===== src/rtl/bsp_pkg.sv =====
package bsp_pkg;
    typedef enum logic [1:0] {
        ST_IDLE = 2'd0,
        ST_SEEK = 2'd1,
        ST_XFER = 2'd2,
        ST_FIN  = 2'd3
    } bsp_state_e;
endpackage


===== src/rtl/bsp_geom.sv =====
// Derives page size, last usable spare buffer and even per-buffer share.
module bsp_geom #(
    parameter int SECT_LOG2 = 9,
    parameter int CODE_W    = 2,
    parameter int SPR_W     = 9,
    parameter int COL_W     = 13,
    parameter int NBUF      = 8,
    localparam int IDX_W    = $clog2(NBUF)
) (
    input  logic [CODE_W-1:0] size_code,
    input  logic [SPR_W-1:0]  spare_bytes,
    output logic [COL_W-1:0]  page_bytes,
    output logic [IDX_W-1:0]  last_buf,
    output logic [SPR_W-1:0]  per_buf
);
    logic [31:0] nsec_m1;

    always_comb begin
        nsec_m1    = (32'd1 << size_code) - 32'd1;
        page_bytes = COL_W'(1) << (32'(SECT_LOG2) + 32'(size_code));
        last_buf   = (nsec_m1 > 32'(NBUF - 1)) ? IDX_W'(NBUF - 1) : IDX_W'(nsec_m1);
        per_buf    = (spare_bytes >> size_code) & ~SPR_W'(1);
    end
endmodule


===== src/rtl/bsp_addr.sv =====
// Maps the current position (main column or spare buffer/offset) to a buffer address.
module bsp_addr #(
    parameter int COL_W        = 13,
    parameter int IDX_W        = 3,
    parameter int ADDR_W       = 13,
    parameter int SPARE_BASE   = 4096,
    parameter int SPARE_STRIDE = 64,
    localparam int STRIDE_LOG2 = $clog2(SPARE_STRIDE)
) (
    input  logic              in_spare,
    input  logic [COL_W-1:0]  pos,
    input  logic [IDX_W-1:0]  buf_idx,
    input  logic [COL_W-1:0]  buf_off,
    output logic [ADDR_W-1:0] addr
);
    logic [ADDR_W-1:0] spare_addr;

    always_comb begin
        spare_addr = ADDR_W'(SPARE_BASE) + (ADDR_W'(buf_idx) << STRIDE_LOG2) + ADDR_W'(buf_off);
        addr       = in_spare ? spare_addr : ADDR_W'(pos);
    end
endmodule


===== src/rtl/bsp_splitter.sv =====
module bsp_splitter
    import bsp_pkg::*;
#(
    parameter int SECT_LOG2    = 9,
    parameter int CODE_W       = 2,
    parameter int COL_W        = 13,
    parameter int SPR_W        = 9,
    parameter int NBUF         = 8,
    parameter int SPARE_BASE   = 4096,
    parameter int SPARE_STRIDE = 64,
    parameter int ADDR_W       = 13,
    localparam int IDX_W       = $clog2(NBUF)
) (
    input  logic              clk,
    input  logic              rst_n,
    input  logic              cmd_valid,
    output logic              cmd_ready,
    input  logic [COL_W-1:0]  cmd_col,
    input  logic [COL_W-1:0]  cmd_len,
    input  logic              cmd_write,
    input  logic              cmd_spare_only,
    input  logic [CODE_W-1:0] cmd_size_code,
    input  logic [SPR_W-1:0]  cmd_spare_bytes,
    input  logic              wr_valid,
    output logic              wr_ready,
    input  logic [7:0]        wr_data,
    output logic              rd_valid,
    input  logic              rd_ready,
    output logic [7:0]        rd_data,
    output logic [ADDR_W-1:0] mem_addr,
    output logic              mem_we,
    output logic [7:0]        mem_wdata,
    output logic              mem_re,
    input  logic [7:0]        mem_rdata,
    output logic              done,
    output logic              overflow
);
    typedef struct packed {
        bsp_state_e        st;
        logic              wr;
        logic              in_spare;
        logic [COL_W-1:0]  pos;
        logic [IDX_W-1:0]  bidx;
        logic [COL_W-1:0]  boff;
        logic [COL_W-1:0]  rem;
        logic              pend;
        logic              ovld;
        logic [7:0]        odata;
        logic              ovf;
        logic [CODE_W-1:0] code;
        logic [SPR_W-1:0]  spare;
    } regs_t;

    regs_t r_q, r_d;

    // Geometry of the running transfer
    logic [COL_W-1:0] page_q;
    logic [IDX_W-1:0] last_q;
    logic [SPR_W-1:0] per_q;

    bsp_geom #(
        .SECT_LOG2(SECT_LOG2), .CODE_W(CODE_W), .SPR_W(SPR_W),
        .COL_W(COL_W), .NBUF(NBUF)
    ) u_geom (
        .size_code  (r_q.code),
        .spare_bytes(r_q.spare),
        .page_bytes (page_q),
        .last_buf   (last_q),
        .per_buf    (per_q)
    );

    bsp_addr #(
        .COL_W(COL_W), .IDX_W(IDX_W), .ADDR_W(ADDR_W),
        .SPARE_BASE(SPARE_BASE), .SPARE_STRIDE(SPARE_STRIDE)
    ) u_addr (
        .in_spare(r_q.in_spare),
        .pos     (r_q.pos),
        .buf_idx (r_q.bidx),
        .buf_off (r_q.boff),
        .addr    (mem_addr)
    );

    // Command decode: start region, spare offset and available length
    logic [COL_W-1:0] c_page, c_off, c_spare, c_avail;
    logic             c_spare_path, c_trunc;

    always_comb begin
        c_page       = COL_W'(1) << (32'(SECT_LOG2) + 32'(cmd_size_code));
        c_spare      = COL_W'(cmd_spare_bytes);
        c_spare_path = cmd_spare_only || (cmd_col >= c_page);
        c_off        = cmd_spare_only ? cmd_col : (cmd_col - c_page);
        if (c_spare_path)
            c_avail = (c_off >= c_spare) ? '0 : (c_spare - c_off);
        else
            c_avail = c_page - cmd_col + c_spare;
        c_trunc = cmd_len > c_avail;
    end

    // Port-side handshakes
    assign cmd_ready = (r_q.st == ST_IDLE);
    assign wr_ready  = (r_q.st == ST_XFER) && r_q.wr && (r_q.rem != '0);
    assign mem_we    = wr_valid && wr_ready;
    assign mem_wdata = wr_data;
    assign mem_re    = (r_q.st == ST_XFER) && !r_q.wr && (r_q.rem != '0) && !r_q.pend
                       && (!r_q.ovld || rd_ready);
    assign rd_valid  = r_q.ovld;
    assign rd_data   = r_q.odata;
    assign done      = (r_q.st == ST_FIN);
    assign overflow  = r_q.ovf;

    always_comb begin
        r_d      = r_q;
        r_d.pend = mem_re;
        if (r_q.pend) begin
            r_d.odata = mem_rdata;
            r_d.ovld  = 1'b1;
        end else if (r_q.ovld && rd_ready) begin
            r_d.ovld = 1'b0;
        end

        unique case (r_q.st)
            ST_IDLE: begin
                if (cmd_valid) begin
                    r_d.code     = cmd_size_code;
                    r_d.spare    = cmd_spare_bytes;
                    r_d.wr       = cmd_write;
                    r_d.ovf      = c_trunc;
                    r_d.rem      = c_trunc ? c_avail : cmd_len;
                    r_d.in_spare = c_spare_path;
                    r_d.pos      = cmd_col;
                    r_d.bidx     = '0;
                    r_d.boff     = c_spare_path ? c_off : '0;
                    r_d.st       = c_spare_path ? ST_SEEK : ST_XFER;
                end
            end
            ST_SEEK: begin
                // one buffer per cycle: subtract the share until it fits
                if ((r_q.bidx < last_q) && (r_q.boff >= COL_W'(per_q))) begin
                    r_d.boff = r_q.boff - COL_W'(per_q);
                    r_d.bidx = r_q.bidx + IDX_W'(1);
                end else begin
                    r_d.st = ST_XFER;
                end
            end
            ST_XFER: begin
                if (mem_we || mem_re) begin
                    r_d.rem = r_q.rem - COL_W'(1);
                    if (!r_q.in_spare) begin
                        if ((r_q.pos + COL_W'(1)) == page_q) begin
                            r_d.in_spare = 1'b1;
                            r_d.bidx     = '0;
                            r_d.boff     = '0;
                        end else begin
                            r_d.pos = r_q.pos + COL_W'(1);
                        end
                    end else if ((r_q.bidx < last_q) &&
                                 ((r_q.boff + COL_W'(1)) >= COL_W'(per_q))) begin
                        r_d.bidx = r_q.bidx + IDX_W'(1);
                        r_d.boff = '0;
                    end else begin
                        r_d.boff = r_q.boff + COL_W'(1);
                    end
                end else if ((r_q.rem == '0) && !r_q.pend && !r_q.ovld) begin
                    r_d.st = ST_FIN;
                end
            end
            ST_FIN:  r_d.st = ST_IDLE;
            default: r_d.st = ST_IDLE;
        endcase
    end

    always_ff @(posedge clk or negedge rst_n) begin
        if (!rst_n) r_q <= '0;
        else        r_q <= r_d;
    end

    // Assertions
    AST_MAIN_WINDOW: assert property (@(posedge clk) disable iff (!rst_n)
        ((mem_we || mem_re) && !r_q.in_spare) |-> (mem_addr < ADDR_W'(page_q)));
    AST_SPARE_WINDOW: assert property (@(posedge clk) disable iff (!rst_n)
        ((mem_we || mem_re) && r_q.in_spare) |->
        ((mem_addr >= ADDR_W'(SPARE_BASE)) &&
         (mem_addr < ADDR_W'(SPARE_BASE + NBUF * SPARE_STRIDE))));
    AST_SHARE_BOUND: assert property (@(posedge clk) disable iff (!rst_n)
        ((r_q.st == ST_XFER) && r_q.in_spare && (r_q.bidx != last_q)) |->
        (r_q.boff < COL_W'(per_q)));
    AST_ONE_OP: assert property (@(posedge clk) disable iff (!rst_n)
        !(mem_we && mem_re));
    AST_RD_HOLD: assert property (@(posedge clk) disable iff (!rst_n)
        (rd_valid && !rd_ready) |=> (rd_valid && $stable(rd_data)));
    AST_NO_OVERRUN: assert property (@(posedge clk) disable iff (!rst_n)
        ((r_q.st == ST_XFER) && (r_q.rem == '0)) |-> (!mem_we && !mem_re));
    AST_DONE_PULSE: assert property (@(posedge clk) disable iff (!rst_n)
        done |=> (!done && cmd_ready));
endmodule


===== config.mk =====
export PLATFORM = sky130hd
export DESIGN_NAME = bsp_splitter
export DESIGN_NICKNAME = d
export VERILOG_FILES = /design/src/rtl/bsp_pkg.sv /design/src/rtl/bsp_geom.sv /design/src/rtl/bsp_addr.sv /design/src/rtl/bsp_splitter.sv
export SDC_FILE = /design/constraint.sdc
export NUM_CORES = 1
export LEC_CHECK = 0
export ABC_AREA = 1
export BUFFER_PORTS_ARGS = -buffer_cell sky130_fd_sc_hd__buf_2
export CORE_MARGIN = 1
export CORE_UTILIZATION = 39
export CTS_CLUSTER_DIAMETER = 40
export DETAILED_ROUTE_END_ITERATION = 12
export SLEW_MARGIN = 10
export SYNTH_ARGS = -nofsm -noshare
export SYNTH_HDL_FRONTEND = slang
export SYNTH_HIERARCHICAL = 1
export SYNTH_SLANG_ARGS = --single-unit

===== constraint.sdc =====
create_clock -name clk -period 7.3 [get_ports clk]
set_input_delay 0 -clock clk [delete_from_list [all_inputs] [get_ports clk]]
set_output_delay 0 -clock clk [all_outputs]
set_load 0.02 [all_outputs]

* After elaboration in Yosys (flattened, before gate mapping) *
Index checks and enable logic that the tools add are counted.

cells by class
  add/sub/neg operators = 14
  $lt $le $gt $ge = 7
  equal/unequal tests = 14
  shifts and indexed selects = 4
  multiplexer cells = 27
  reductions and logical operators = 30

operators by type and width
  operator               count
  $mux 13                8
  $mux 16                3
  $pmux 16 s3            1
  $mux 46                1
  $mux 43                1
  $ge 13x9->1            3
  $gt 32x3->1 const B    1
  $shl 1x2->32 const A   1
  $shl 1x32->13 const A  1
  $sub 32x1->32 const B  1
  $pmux 14 s2            1
  $add 13x1->13 const B  2
  $pmux 13 s2            1
  $sub 13x13->13         2
  $mux 14                1
  $add 13x13->13         1
  $add 13x9->13          1
  $add 13x9->13 const A  1
  $eq 13x13->1           1
  $ge 13x13->1           1
  $gt 13x13->1           1
  $logic_not 13->1       1
  $reduce_bool 13->1     1
  $shl 1x5->13 const A   1
  other kinds (27)       59

storage, ports and cells
  flip-flop bits (word level) = 68
  input port bits = 60
  output and inout bits = 36
  logic and storage cells = 109

* Longest topological paths before layout *
  depth in word-level cells = 11
  mapped depth = 28
  mapped depth without buffers = 27

* By module *
Netlist, hierarchy kept.

by module, submodules not included
  module        instances  cells each  area an instance (µm²)  seq. area each (µm²)
  bsp_splitter  1          1180        7602.3                  1701.6
  bsp_geom      1          66          364.1                   0.0
  bsp_addr      1          74          349.1                   0.0

* Worst setup path after synthesis *
OpenSTA, ideal clock, no wires.

  path kind = in2reg
  from = in cmd_col[1]
  to = reg r_q[28] in the netlist's numbering
  library setup time = 0.121 ns
  data arrival time = 3.098 ns
  data required time = 7.179 ns
  setup slack = 4.081 ns
  stages = 26
  path buffers = 1
  cell sequence = inv_1 > ha_1 > inv_1 > fa_1 > inv_1 > nand3_1 > nand2_1 > nand2_1 > nand2_1 > inv_1 > o21a_1 > or2_2 > nand3_1 > nand2_1 > ha_1 > nand2_1 > nor2_1 > nand2_1 > o211a_1 > nand2_1 > nand2_1 > inv_1 > clkbuf_1 > nand3_1 > nand2_1 > a21boi_1

between the ends
  cells in the longest elaborated chain, start to end = 9
  elaborated cells between the ends (all ways) = 14
  those cells by class = add/sub: 4; order compare: 3; mux: 6; reduce/logical: 1

ends and longest elaborated chain
  what                                                 line                 source
  start, declared                                      bsp_splitter.sv:18   input logic [COL_W-1:0] cmd_col,
  $sub 13x13->13                                       bsp_splitter.sv:91   c_off = cmd_spare_only ? cmd_col : (cmd_col - c_page);
  $mux 13                                              bsp_splitter.sv:91
  $sub 9x13->13 / $ge 13x9->1 (equally long branches)  bsp_splitter.sv:93   c_avail = (c_off >= c_spare) ? '0 : (c_spare - c_off);
  $mux 13                                              bsp_splitter.sv:93
  $mux 13 *                                            bsp_splitter.sv:92   if (c_spare_path)
  $gt 13x13->1                                         bsp_splitter.sv:96   c_trunc = cmd_len > c_avail;
  $mux 13 *                                            bsp_splitter.sv:128  r_d.rem = c_trunc ? c_avail : cmd_len;
  $mux 46 *                                            bsp_splitter.sv:123  if (cmd_valid) begin
  $pmux 13 s2 *                                        bsp_splitter.sv:121  unique case (r_q.st)
  end signal, assigned                                 bsp_splitter.sv:174  else r_q <= r_d;
  end, declared                                        bsp_splitter.sv:54   regs_t r_q, r_d;

Mark *: on every way between the ends. The rest lies on a longest branch, timed or not. The select of a mux whose other input is x is not followed.
A chain may end at the register's enable or synchronous reset.

* Final worst setup path *
  from = in cmd_size_code[0]
  to = reg r_q[32] in the netlist's numbering

between the ends
  cells in the longest elaborated chain, start to end = 11
  elaborated cells between the ends (all ways) = 16
  those cells by class = add/sub: 5; order compare: 3; shift: 1; mux: 6; reduce/logical: 1

ends and longest elaborated chain
  what                                                 line                 source
  start, declared                                      bsp_splitter.sv:22   input logic [CODE_W-1:0] cmd_size_code,
  $add 4x2->5 *                                        bsp_splitter.sv:88   c_page = COL_W'(1) << (32'(SECT_LOG2) + 32'(cmd_size_code));
  $shl 1x5->13 *                                       bsp_splitter.sv:88
  $sub 13x13->13                                       bsp_splitter.sv:91
  $mux 13                                              bsp_splitter.sv:91
  $sub 9x13->13 / $ge 13x9->1 (equally long branches)  bsp_splitter.sv:93
  $mux 13                                              bsp_splitter.sv:93
  $mux 13 *                                            bsp_splitter.sv:92
  $gt 13x13->1                                         bsp_splitter.sv:96
  $mux 13 *                                            bsp_splitter.sv:128
  $mux 46 *                                            bsp_splitter.sv:123
  $pmux 13 s2 *                                        bsp_splitter.sv:121

Marked as above.

==> metrics.md <==
| Metric | Value |
|---|---|
| Status | completed |
| Power Density | 407.1 mW/mm^2 |
| Crit path top cell by count | nand2_1 |
| CP max FO | 20 |
| Latest clock arrival within the worst-skew pair | 350 ps |
| Die Span X | 147.7 um |
| Die height | 147.7 um |
| Clock skew | 7.537 ps |
| Post-route ant nets | 0 |
| Ports | 96 |
| Reg-to-Reg End | r_q[50] |
| Share of layout cells above drive strength 1 | 11.07% |
| Fin nets | 1523 |
| Worst Hold Path EP | mem_wdata[6] |
| VDD IR max | 0.0001690 V |
| RSZ-0062 raised after global routing | false |
| Crit start category | primary input |
| Rows | 52 |
| Slowest cell delay on critical path | 570 ps |
| Max Cap Violations | 0 |
| Arr. time, crit path | 4770 ps |
| WHS Path Cells | 0 |
| Crit-path slowest cell | inv_1 |
| Syn Area/Cell | 6.288 um^2 |
| Ant diodes | 0 |
| Crit path kind | in2reg |
| TritonRoute pass-1 iters | 5 |
| Hold Fails Final Rpt | 0 |
| PnR worst setup slack | 2788 ps |
| Final Setup Violations | 0 |
| Synth warnings | 6 |
| Tmin final | 4512 ps |
| Fill count | 2213 |
| First-pass GRT wire length | 38.96 mm |
| Mapped cell area | 0.008282 mm^2 |
| Htree depth | 3 |
| Core area | 0.02049 mm^2 |
| Vias in the first global route | 7602 |
| Hold_ws | 0.007234 ps |
| Deepest clock path buffer count | 2 |
| Initial antenna violation count | 0 |
| Pleak | 4.956 nW |
| Slew HR | 30.41% |
| Util after Layout | 44.68% |
| DR WL/cell | 14.87 um |
| Min-delay src | wr_data[6] |
| Worst slew pin tran | 1041 ps |
| Routability cong. | 0.9222 |
| Dpl hpwl | 19.54 mm |
| Commonest non-fill, non-tap cell in the layout | nand2_1 |
| Post-CTS resize count | 0 |
| Data required time of the critical path | 7560 ps |
| Fmax | 0.2217 GHz |
| CP Buf/Inv Count | 4 |
| HP Class | in2out |
| Reg2reg setup slack | 3500 ps |
| Die area | 0.02182 mm^2 |
| Initial Utilization | 40.41% |
| Syn Inst Count | 1317 |
| Total Wirelength | 24.57 mm |
| Total CTS buffers | 9 |
| Max Slew Vio Count | 0 |
| Largest net degree at the start of global routing | 68 |
| 1st-iter DRT viols | 634 |
| CTS tree | done |
| Via count | 8465 |
| Synth-to-Final Area Change | 10.56% |
| Port Buffer Count | 79 |
| Drt drc | 0 |
| Final Cycle Share | 61.80% |
| Most frequent cells in the layout | nand2_1, inv_1, nor2_1 |
| Element type at the critical path end | register |
| Crit path max-delay family | buffers and inverters |
| Crit path from | cmd_size_code[0] |
| GRT overflow | 0 |
| CTS sink count | 67 |
| Total GRT Usage | 22.78% |
| R2R cell count | 20 |
| Clock Pin Slew Worst Setup and Hold Paths | 50 ps |
| Setup TNS | 0 ps |
| Reg-to-Reg Start | r_q[9] |
| Via density per instance | 5.124 |
| Pre-CTS WS | 3035 ps |
| Clk Tree Root Cell | clkbuf_16 |
==> metrics by stage <==
step	area, um^2	total power [mW]	instances
after floorplan	8315	2.684	1326
after global placement	8671	3.236	1617
after detailed placement	8671	3.251	1617
after CTS	9156	3.721	1652
after global routing	9156	4.099	1652
final	9156	3.727	1652
==> worst max-delay path by stage <==
stage,end,slack (ps),depth (start not counted)
2_1_floorplan,r_q[28],4080,26
3_3_place_gp,r_q[27],3150,24
3_5_place_dp,r_q[32],3040,26
4_1_cts,r_q[32],2840,26
5_1_grt,r_q[32],2220,27
6_report,r_q[32],2790,26
==> final cells by class <==
cell class	instances	area, um^2	area share (%)
clock inverters	5	52.55	0.5739
inverters	200	755.7	8.254
clock buffers	11	242.7	2.651
well taps	270	337.8	3.690
multi-input cells	1001	5503	60.10
repair buffers	98	588.1	6.423
flip-flops and latches	67	1677	18.31
==> what timing repair did <==
item	CTS	global route
hold buffers	19	0
hold endpoints to repair	85	0
buffers inserted	0	0
==> state kept, by name, indices dropped and copies added, names as in the netlist <==
name / cells
rd_valid: 1
r_q: 57
rd_data: 8
overflow: 1
==> where the power goes <==
group | switching (mW) | total, mW | internal (mW) | leakage, nW
sequential | 0.254 | 0.801 | 0.548 | 0.829
clock | 0.171 | 0.443 | 0.272 | 0.145
combinational | 1.64 | 2.48 | 0.842 | 3.98
==> layer usage <==
layer	GRT usage (%)	part of all wire, %	vias up
li1	-	-	4319
met2	36.04	44	250
met1	31.67	49	3856
met4	7.835	2.6	0
met3	3.179	4.8	40
met5	0	0	-
Note: power is estimated with default switching activity, not from simulation.
